--- config.mk ---
export PLATFORM = sky130hd
export DESIGN_NAME = ddr_cmd_seq
export DESIGN_NICKNAME = d
export VERILOG_FILES = /design/src/rtl/ddr_seq_pkg.sv /design/src/rtl/ddr_ref_timer.sv /design/src/rtl/ddr_bank_slot.sv /design/src/rtl/ddr_mode_reg.sv /design/src/rtl/ddr_cmd_seq.sv
export SDC_FILE = /design/constraint.sdc
export NUM_CORES = 1
export LEC_CHECK = 0
export BUFFER_PORTS_ARGS = -buffer_cell sky130_fd_sc_hd__buf_4
export CELL_PAD_IN_SITES_DETAIL_PLACEMENT = 0
export CELL_PAD_IN_SITES_GLOBAL_PLACEMENT = 2
export CORE_AREA = 8 8 134 136
export CTS_BUF_LIST = sky130_fd_sc_hd__clkbuf_8
export DETAILED_ROUTE_END_ITERATION = 8
export DIE_AREA = 0 0 142 144
export GPL_TIMING_DRIVEN = 0
export PLACE_DENSITY_LB_ADDON = 0.05
export REMOVE_ABC_BUFFERS = 1
export SETUP_SLACK_MARGIN = 0.5
export SYNTH_ARGS = -nofsm -noshare
export SYNTH_HDL_FRONTEND = slang
export SYNTH_SLANG_ARGS = --single-unit
--- constraint.sdc ---
create_clock -name clk -period 2.3 [get_ports clk]
set_input_delay 0.345 -clock clk [delete_from_list [all_inputs] [get_ports clk]]
set_output_delay 0.345 -clock clk [all_outputs]
set_load 0.01 [all_outputs]
--- src/rtl/ddr_seq_pkg.sv ---
// Package ddr_seq_pkg
// Shared command encoding and mode-field encoders for the DDR command
// sequencer. Command values are {cs_n, ras_n, cas_n, we_n}.
package ddr_seq_pkg;

    typedef enum logic [3:0] {
        CMD_MRS = 4'b0000,
        CMD_REF = 4'b0001,
        CMD_PRE = 4'b0010,
        CMD_ACT = 4'b0011,
        CMD_WR  = 4'b0100,
        CMD_RD  = 4'b0101,
        CMD_NOP = 4'b0111
    } ddr_cmd_e;

    // Burst-length select (0:2, 1:4, else 8) to mode-register code.
    function automatic logic [2:0] bl_code(input logic [1:0] sel);
        case (sel)
            2'd0:    return 3'b001;
            2'd1:    return 3'b010;
            default: return 3'b011;
        endcase
    endfunction

    // CAS-latency select (0:2, 1:2.5, else 3) to mode-register code.
    function automatic logic [2:0] cas_code(input logic [1:0] sel);
        case (sel)
            2'd0:    return 3'b010;
            2'd1:    return 3'b110;
            default: return 3'b011;
        endcase
    endfunction

endpackage

--- src/rtl/ddr_ref_timer.sv ---
// Module ddr_ref_timer
// Periodic refresh request. A down-counter reloads every INTERVAL clocks
// and sets a sticky due flag; the sequencer clears it with ack when the
// refresh command is issued. Assumes INTERVAL >= 2.
module ddr_ref_timer #(
    parameter int INTERVAL = 975
) (
    input  logic clk,
    input  logic rst_n,
    input  logic ack,
    output logic due
);
    localparam int CW = $clog2(INTERVAL + 1);

    logic [CW-1:0] cnt;

    // Count down, reload at zero and raise the due flag.
    always_ff @(posedge clk) begin
        if (!rst_n) begin
            cnt <= CW'(INTERVAL - 1);
            due <= 1'b0;
        end else begin
            if (ack)
                due <= 1'b0;
            if (cnt == '0) begin
                cnt <= CW'(INTERVAL - 1);
                due <= 1'b1;
            end else begin
                cnt <= cnt - 1'b1;
            end
        end
    end
endmodule

--- src/rtl/ddr_bank_slot.sv ---
// Module ddr_bank_slot
// State of one bank: open flag, open row, and a spacing timer. The bank
// accepts a new command only when the timer is zero. A load of N-1 makes
// the next command legal exactly N clocks after the current one.
module ddr_bank_slot #(
    parameter int ROW_W = 13,
    parameter int TW    = 5
) (
    input  logic             clk,
    input  logic             rst_n,
    input  logic             load,
    input  logic [TW-1:0]    load_val,
    input  logic             set_open,
    input  logic             clr_open,
    input  logic [ROW_W-1:0] row_in,
    output logic             is_open,
    output logic [ROW_W-1:0] open_row,
    output logic             idle
);
    logic [TW-1:0] timer;

    // Spacing timer: load wins over the countdown.
    always_ff @(posedge clk) begin
        if (!rst_n)
            timer <= '0;
        else if (load)
            timer <= load_val;
        else if (timer != '0)
            timer <= timer - 1'b1;
    end

    // Open-row bookkeeping for this bank.
    always_ff @(posedge clk) begin
        if (!rst_n) begin
            is_open  <= 1'b0;
            open_row <= '0;
        end else if (set_open) begin
            is_open  <= 1'b1;
            open_row <= row_in;
        end else if (clr_open) begin
            is_open  <= 1'b0;
        end
    end

    assign idle = (timer == '0);
endmodule

--- src/rtl/ddr_mode_reg.sv ---
// Module ddr_mode_reg
// Holds the mode requested by the user until the sequencer writes it,
// and the active burst length that paces column commands. The active
// burst length resets to 4 (no mode write is issued at reset).
module ddr_mode_reg
    import ddr_seq_pkg::*;
#(
    parameter int A_W = 13
) (
    input  logic           clk,
    input  logic           rst_n,
    input  logic           cfg_load,
    input  logic [1:0]     cfg_cas,
    input  logic [1:0]     cfg_bl,
    input  logic           cfg_ilv,
    input  logic           mrs_done,
    output logic           pending,
    output logic [A_W-1:0] mrs_addr,
    output logic [2:0]     burst_clks
);
    logic [1:0] p_cas, p_bl, act_bl;
    logic       p_ilv;

    // Capture requested fields and track the pending write.
    always_ff @(posedge clk) begin
        if (!rst_n) begin
            p_cas   <= 2'd0;
            p_bl    <= 2'd1;
            p_ilv   <= 1'b0;
            pending <= 1'b0;
        end else if (cfg_load) begin
            p_cas   <= cfg_cas;
            p_bl    <= cfg_bl;
            p_ilv   <= cfg_ilv;
            pending <= 1'b1;
        end else if (mrs_done) begin
            pending <= 1'b0;
        end
    end

    // The active burst length changes only when the mode write issues.
    always_ff @(posedge clk) begin
        if (!rst_n)
            act_bl <= 2'd1;
        else if (mrs_done)
            act_bl <= p_bl;
    end

    // Mode-register address image and clocks per burst.
    always_comb begin
        mrs_addr      = '0;
        mrs_addr[2:0] = bl_code(p_bl);
        mrs_addr[3]   = p_ilv;
        mrs_addr[6:4] = cas_code(p_cas);
        case (act_bl)
            2'd0:    burst_clks = 3'd1;
            2'd1:    burst_clks = 3'd2;
            default: burst_clks = 3'd4;
        endcase
    end
endmodule

--- src/rtl/ddr_cmd_seq.sv ---
// Module ddr_cmd_seq (top)
// Turns single user requests into DDR SDRAM commands. Priority each cycle:
// due refresh, then pending mode write, then the user request. At most
// one command is chosen per cycle and it is registered onto the pins.
// Assumes COL_W < AP_BIT, T_RFC >= 2 and all spacing parameters >= 1.
// The user keeps a request stable until req_ready.
module ddr_cmd_seq
    import ddr_seq_pkg::*;
#(
    parameter int BANKS        = 4,
    parameter int ROW_W        = 13,
    parameter int COL_W        = 9,
    parameter int A_W          = 13,
    parameter int T_RCD        = 3,
    parameter int T_RP         = 3,
    parameter int T_RFC        = 10,
    parameter int T_MRD        = 2,
    parameter int REF_INTERVAL = 975,
    localparam int BA_W        = $clog2(BANKS),
    localparam int ADDR_W      = BA_W + ROW_W + COL_W
) (
    input  logic              clk,
    input  logic              rst_n,
    input  logic              req_valid,
    input  logic              req_write,
    input  logic              req_autopre,
    input  logic [ADDR_W-1:0] req_addr,
    output logic              req_ready,
    input  logic              cfg_load,
    input  logic [1:0]        cfg_cas,
    input  logic [1:0]        cfg_bl,
    input  logic              cfg_ilv,
    output logic              ddr_cs_n,
    output logic              ddr_ras_n,
    output logic              ddr_cas_n,
    output logic              ddr_we_n,
    output logic [BA_W-1:0]   ddr_ba,
    output logic [A_W-1:0]    ddr_a
);
    localparam int AP_BIT = 10;
    localparam int TW     = $clog2(T_RFC + T_RP + T_RCD + T_MRD + 9);

    logic [BA_W-1:0]  rq_bank;
    logic [ROW_W-1:0] rq_row;
    logic [COL_W-1:0] rq_col;
    assign {rq_bank, rq_row, rq_col} = req_addr;

    logic [BANKS-1:0] open_v, idle_v, load_v, set_v, clr_v;
    logic [ROW_W-1:0] row_v [BANKS];
    logic [TW-1:0]    load_val;
    logic             ref_due, ref_ack, mode_pend, mrs_done;
    logic [A_W-1:0]   mrs_addr;
    logic [2:0]       burst_clks;
    ddr_cmd_e         nx_cmd;
    logic [BA_W-1:0]  nx_ba;
    logic [A_W-1:0]   nx_a;

    ddr_ref_timer #(.INTERVAL(REF_INTERVAL)) u_ref (
        .clk(clk), .rst_n(rst_n), .ack(ref_ack), .due(ref_due)
    );

    ddr_mode_reg #(.A_W(A_W)) u_mode (
        .clk(clk), .rst_n(rst_n), .cfg_load(cfg_load), .cfg_cas(cfg_cas),
        .cfg_bl(cfg_bl), .cfg_ilv(cfg_ilv), .mrs_done(mrs_done),
        .pending(mode_pend), .mrs_addr(mrs_addr), .burst_clks(burst_clks)
    );

    for (genvar g = 0; g < BANKS; g++) begin : g_bank
        ddr_bank_slot #(.ROW_W(ROW_W), .TW(TW)) u_slot (
            .clk(clk), .rst_n(rst_n), .load(load_v[g]), .load_val(load_val),
            .set_open(set_v[g]), .clr_open(clr_v[g]), .row_in(rq_row),
            .is_open(open_v[g]), .open_row(row_v[g]), .idle(idle_v[g])
        );
    end

    // Choose this cycle's command and the bank-state updates it implies.
    always_comb begin
        nx_cmd    = CMD_NOP;
        nx_ba     = '0;
        nx_a      = '0;
        load_v    = '0;
        set_v     = '0;
        clr_v     = '0;
        load_val  = '0;
        ref_ack   = 1'b0;
        mrs_done  = 1'b0;
        req_ready = 1'b0;
        if (ref_due || mode_pend) begin
            if (|open_v) begin
                if (&idle_v) begin
                    nx_cmd       = CMD_PRE;
                    nx_a[AP_BIT] = 1'b1;
                    clr_v        = '1;
                    load_v       = '1;
                    load_val     = TW'(T_RP - 1);
                end
            end else if (&idle_v) begin
                load_v = '1;
                if (ref_due) begin
                    nx_cmd   = CMD_REF;
                    load_val = TW'(T_RFC - 1);
                    ref_ack  = 1'b1;
                end else begin
                    nx_cmd   = CMD_MRS;
                    nx_a     = mrs_addr;
                    load_val = TW'(T_MRD - 1);
                    mrs_done = 1'b1;
                end
            end
        end else if (req_valid && idle_v[rq_bank]) begin
            nx_ba            = rq_bank;
            load_v[rq_bank]  = 1'b1;
            if (open_v[rq_bank] && row_v[rq_bank] == rq_row) begin
                nx_cmd             = req_write ? CMD_WR : CMD_RD;
                nx_a[COL_W-1:0]    = rq_col;
                nx_a[AP_BIT]       = req_autopre;
                req_ready          = 1'b1;
                clr_v[rq_bank]     = req_autopre;
                load_val           = req_autopre ? TW'(burst_clks) + TW'(T_RP - 1)
                                                 : TW'(burst_clks) - TW'(1);
            end else if (open_v[rq_bank]) begin
                nx_cmd         = CMD_PRE;
                clr_v[rq_bank] = 1'b1;
                load_val       = TW'(T_RP - 1);
            end else begin
                nx_cmd           = CMD_ACT;
                nx_a[ROW_W-1:0]  = rq_row;
                set_v[rq_bank]   = 1'b1;
                load_val         = TW'(T_RCD - 1);
            end
        end
    end

    // Register the chosen command onto the memory pins.
    always_ff @(posedge clk) begin
        if (!rst_n) begin
            {ddr_cs_n, ddr_ras_n, ddr_cas_n, ddr_we_n} <= CMD_NOP;
            ddr_ba <= '0;
            ddr_a  <= '0;
        end else begin
            {ddr_cs_n, ddr_ras_n, ddr_cas_n, ddr_we_n} <= nx_cmd;
            ddr_ba <= nx_ba;
            ddr_a  <= nx_a;
        end
    end
endmodule

== Word-level counts from Yosys, hierarchy flattened ==
Index checks and enable logic that the tools add are counted.

* Add/sub/neg operators: 7
* Equality and inequality tests: 4
* Reductions and logical operators: 30
* Muxes and demuxes: 85
* Magnitude comparators: 3
* Bitwise logic cells: 4

{| class="wikitable"
|+ Operator list
! operator !! number
|-
| $mux W4 || 17
|-
| $mux W13 || 5
|-
| $mux W5 || 13
|-
| $mux W1 || 33
|-
| $bmux W13 S2 || 1
|-
| $logic_not A5 Y1 || 4
|-
| $reduce_bool A2 Y1 || 10
|-
| $reduce_bool A5 Y1 || 4
|-
| $sub A5 B1 Y5 const B || 4
|-
| $mux W7 || 2
|-
| $eq A13 B13 Y1 || 1
|-
| $pmux W3 S2 || 2
|-
| $logic_not A10 Y1 || 1
|-
| $mux W10 || 1
|-
| $sub A10 B1 Y10 const B || 1
|-
| $mux W3 || 3
|-
| $mux W9 || 1
|-
| $eq A2 B1 Y1 const B || 3
|-
| $logic_not A2 Y1 || 3
|-
| $mux W2 || 3
|-
| $add A3 B2 Y4 const B || 1
|-
| $and A4 B4 Y4 || 1
|-
| $bmux W1 S2 || 2
|-
| $pmux W2 S2 || 1
|-
| 13 further kinds || 16
|}

* Input bits: 35
* Output and inout port bits: 20
* Logic and storage cells: 158
* Register bits: 114

== Logic depth before layout (Yosys ltp) ==
* Depth in word-level cells: 11
* Depth in mapped cells: 10

== Hierarchy ==
From an unflattened synthesis, not the netlist that was laid out.

* Cell total of the unflattened synthesis: 600
* Area, all modules: 5647.9 µm²

{| class="wikitable"
|+ By module, submodules not included
! module !! cells each !! seq. area each (µm²) !! area an instance (µm²) !! times used
|-
| ddr_bank_slot || 80 || 380.4 || 784.5 || 4
|-
| ddr_cmd_seq || 175 || 360.3 || 1546.5 || 1
|-
| ddr_ref_timer || 62 || 220.2 || 558.0 || 1
|-
| ddr_mode_reg || 43 || 160.2 || 405.4 || 1
|}

== Worst setup path before layout ==
OpenSTA, ideal clock, no wires.

* Kind: in2out
* From: input port req_addr[23]
* To: output port req_ready
* Buffers on the path: 2
* Arrival time: 2061 ps
* Slack: -106 ps
* Stages: 7
* Data required time: 1955 ps
* Cell sequence: buf_6 -> buf_8 -> mux4_2 -> xnor2_2 -> nand4_2 -> a2111oi_4 -> and2_1

* Longest elaborated chain between the ends: 9

{| class="wikitable"
|+ Ends and longest elaborated chain
! item !! RTL line !! source
|-
| start, declared || ddr_cmd_seq.sv:27 || <nowiki>input logic [ADDR_W-1:0] req_addr,</nowiki>
|-
| $not A2 Y3 (not written as such) || ddr_cmd_seq.sv:113 || <nowiki>if (open_v[rq_bank] && row_v[rq_bank] == rq_row) begin</nowiki>
|-
| $bmux W13 S2 || ddr_cmd_seq.sv:113 ||
|-
| $mux W13 (not written as such) (2 in a row) || ddr_cmd_seq.sv:113 ||
|-
| $eq A13 B13 Y1 || ddr_cmd_seq.sv:113 ||
|-
| $logic_and A1 B1 Y1 || ddr_cmd_seq.sv:113 ||
|-
| $mux W1 || ddr_cmd_seq.sv:113 ||
|-
| $mux W1 (*) || ddr_cmd_seq.sv:110 || <nowiki>end else if (req_valid && idle_v[rq_bank]) begin</nowiki>
|-
| $mux W1 (*) || ddr_cmd_seq.sv:88 || <nowiki>if (ref_due || mode_pend) begin</nowiki>
|-
| end, declared || ddr_cmd_seq.sv:28 || <nowiki>output logic req_ready,</nowiki>
|}

Mark *: on every way between the ends. The rest lies on a longest branch, timed or not. The select of a mux whose other input is x is not followed.

== Worst setup path after layout ==
* From: register g_bank[3].u_slot.open_row[6]
* To: output port req_ready

* Longest elaborated chain between the ends: 8

{| class="wikitable"
|+ Ends and longest elaborated chain
! item !! RTL line !! source
|-
| start, declared || ddr_bank_slot.sv:17 || <nowiki>output logic [ROW_W-1:0] open_row,</nowiki>
|-
| start signal, assigned || ddr_bank_slot.sv:39 || <nowiki>open_row <= row_in;</nowiki>
|-
| $bmux W13 S2 || ddr_cmd_seq.sv:113 ||
|-
| $mux W13 (not written as such) (2 in a row) || ddr_cmd_seq.sv:113 ||
|-
| $eq A13 B13 Y1 || ddr_cmd_seq.sv:113 ||
|-
| $logic_and A1 B1 Y1 || ddr_cmd_seq.sv:113 ||
|-
| $mux W1 || ddr_cmd_seq.sv:113 ||
|-
| $mux W1 || ddr_cmd_seq.sv:110 ||
|-
| $mux W1 || ddr_cmd_seq.sv:88 ||
|}

Every way passes these cells. The select of a mux whose other input is x is not followed.

==> flow_summary.ini <==
[cells_and_area]
final_area_um2 = 7611
drive_above_1_share = 0.4207
insertedDiodeCount = 0
nets = 719
syn_to_final_growth_pct = 40.23

[detailed_routing]
drt-met1-wl_um = 6933
drc = 0
via_per_inst = 4.880
wirelength_um = 15520
ant_nets = 0
dr_wl_met3_um = 441
dr.max_layer_used = met4
drt_iter0_markers = 147
vias = 4426
drtPass1Iterations = 4
post_drt_wl_per_cell_um = 17.11
wl_met2_um = 8034

[run]
maxCapViolCount = 0

[sta]
fmax_ghz = 0.3684
worst_slew_pin_slew_ns = 0.9434
setup_slack_ns = -0.4141
finalSetupViolCount = 64
period_share = 1.180
finalClockSkew_ns = 0.01236
rsz0062_at_grt = true
period_needed_ns = 2.714
slew_headroom = 0.3710
slew_viol_final = 0
holdWs_ns = 0.1052
hold_viol = 0

[worst_hold_path]
min_from = req_addr[0]
hold_class = input port to flop

[power]
clkPwrFrac = 0.248
irDropWorstVdd_mv = 0.5221
power_leakage_nw = 2.924
p_switching_mw = 2.498
internal_power_mw = 4.784
powerDensity_nw_per_um2 = 956.8
pwr-share-comb = 0.413
power_mw = 7.282
pwr-share-seq = 0.339
switching_share = 0.3430

[clocking]
cts_sinks = 113
clock_path_buffers = 2
path_clk_slew_ns = 0.07
numCtsBuffers = 17
cts_root_buf = clkbuf_8
insertion_delay_ns = 0.44
htreeDepth = 4
tritoncts = yes
cts_hold_buffers = 0

[global_routing]
grt_antenna_before_repair = 0
overflow = 0
globalRouteTotalUtil = 0.1582
grt_max_degree = 77
first_global_vias = 4466
grt_pass1_wl_um = 24590

[setup_path]
worst-path-max-fanout = 2
slowest_delay_ns = 0.49
crit_end = req_ready
cp_slowest_cell = mux4_2
cp.required_ns = 1.96
worstRegToRegCells = 13
crit_type = flop to output pin
cp_num_buf_inv = 1
critPathCaptureType = output pin
rrSetupSlack_ns = -0.23
crit_cells = 6
arrival_ns = 2.37
reg2reg_to = g_bank[0].u_slot.is_open$_SDFFE_PN0P_
rr_startpoint = g_bank[0].u_slot.timer[0]$_SDFFE_PN0P_
path_delay_family = multiplexers
critPathLaunchType = flop
cp-startpoint = g_bank[3].u_slot.open_row[6]$_SDFFE_PN0P_
cp_cell_sequence = mux4_2, xnor2_2, nand4_2, a2111oi_4, and2_4, buf_6

[logic_synthesis]
synth_area_per_cell_um2 = 9.780
synth.distinct_cells = 64
synth_top_area_cell = dfxtp_1
synth_top_cell_area_share = 0.4168
synth_edf_count = 0
yosys_warnings = 0
ys_top_cells_by_area = dfxtp_1, mux2i_1, nor2_1
ys_ff_latch = 113
ys_seq_area_frac = 0.4168
synthFlopType = dfxtp_1
synth_common_cells = dfxtp_1, nor2_1, mux2i_1
syn_area_um2 = 5428
async_flop_share = 0
synthCells = 555
synth_most_common_cell = dfxtp_1

[floorplan]
die-area_um2 = 20450
ios = 55
dieWidth_um = 142
die_h_um = 144
row_count = 47
floorplan.initialDensity = 0.3381
core_um2 = 16050

[placement]
placed_cell_area_um2 = 5943
place_congestion = 0.7057
place_ws_ns = -1.015
port_buffers = 53
dpl.hpwl_um = 9559

[outcome]
status = finished with violations
violations = negative setup slack
## flip-flops by register name, indices dropped and copies added (netlist names)
register,count
u_ref.cnt,10
g_bank.u_slot.open_row,52
u_mode.p_bl,2
ddr_ba,2
u_ref.due,1
ddr_ras_n,1
u_mode.pending,1
u_mode.p_cas,2
ddr_cas_n,1
ddr_we_n,1
g_bank.u_slot.is_open,4
ddr_a,13
u_mode.act_bl,2
g_bank.u_slot.timer,20
u_mode.p_ilv,1
## cells in the final DEF, fill, tap and decap left out, types with 11 or more instances in the layout
cell type / count
dfxtp_1: 102
buf_4: 90
nor2_1: 74
mux2i_1: 62
nand2_1: 37
buf_6: 29
clkbuf_8: 18
a21oi_1: 16
xnor2_1: 14
mux4_2: 13
xnor2_2: 11
dfxtp_2: 11
## power by group through the flow
stage / clock network, mW / registers [mW] / logic (mW)
floorplan: 0 / 2.43 / 1.27
global placement: 0 / 2.46 / 1.71
global route: 1.98 / 2.51 / 3.30
finish: 1.80 / 2.47 / 3.01
CTS: 1.86 / 2.46 / 2.52
detailed placement: 0 / 2.46 / 1.72
## routing by layer
layer,GRT usage,vias up
met4,0.03844,0
li1,-,2203
met3,0.04226,8
met5,0,-
met1,0.1866,2164
met2,0.2794,51
## per-stage QoR
step           instances    util  setup TNS, ns
2_1_floorplan        528       -         -4.940
3_3_place_gp         801  0.3700         -74.76
3_5_place_dp         801  0.3702         -59.42
4_1_cts              880  0.4470         -3.059
5_1_grt              907  0.4741         -16.17
6_report             907  0.4741         -8.729
## cell families (layout without fill, tap and decap cells)
family	count (synthesis)	after routing	synth area share
compound gates	69	69	0.08945
xor+xnor	31	31	0.05279
fa+ha+maj	10	10	0.02305
buf+inv	42	174	0.04011
flops	113	113	0.4168
mux	75	75	0.1717
other cells	1	1	0.0006909
simple gates	214	214	0.2054
## how the worst min path moves through the flow
| stage | endpoint | cells after the start | slack, ns |
|---|---|---|---|
| after floorplan | ddr_ras_n$_SDFF_PN1_ | 1 | 0.41 |
| after global placement | g_bank[3].u_slot.open_row[1]$_SDFFE_PN0P_ | 2 | 0.46 |
| after detailed placement | g_bank[2].u_slot.open_row[10]$_SDFFE_PN0P_ | 2 | 0.47 |
| after CTS | ddr_a[0]$_SDFF_PN0_ | 2 | 0.07 |
| after global routing | ddr_a[0]$_SDFF_PN0_ | 2 | 0.07 |
| final | ddr_a[0]$_SDFF_PN0_ | 2 | 0.11 |
## timing repair
item | 4_1_cts | 5_1_grt
setup endpoints to repair | 103 | 103
gates cloned | 3 | 0
gates resized for setup | 104 | 68
buffers inserted | 44 | 27
pin swaps | 28 | 26
## area by class of cell
type	instances	area (µm²)
Fill cell	1545	8443
Multi-Input combinational cell	400	3437
Sequential cell	113	2276
Timing Repair Buffer	127	1180
Tap cell	220	275.3
Clock buffer	18	247.7
Clock inverter	14	135.1
Inverter	15	60.06
No activity file was read; power rests on OpenSTA's default activity.
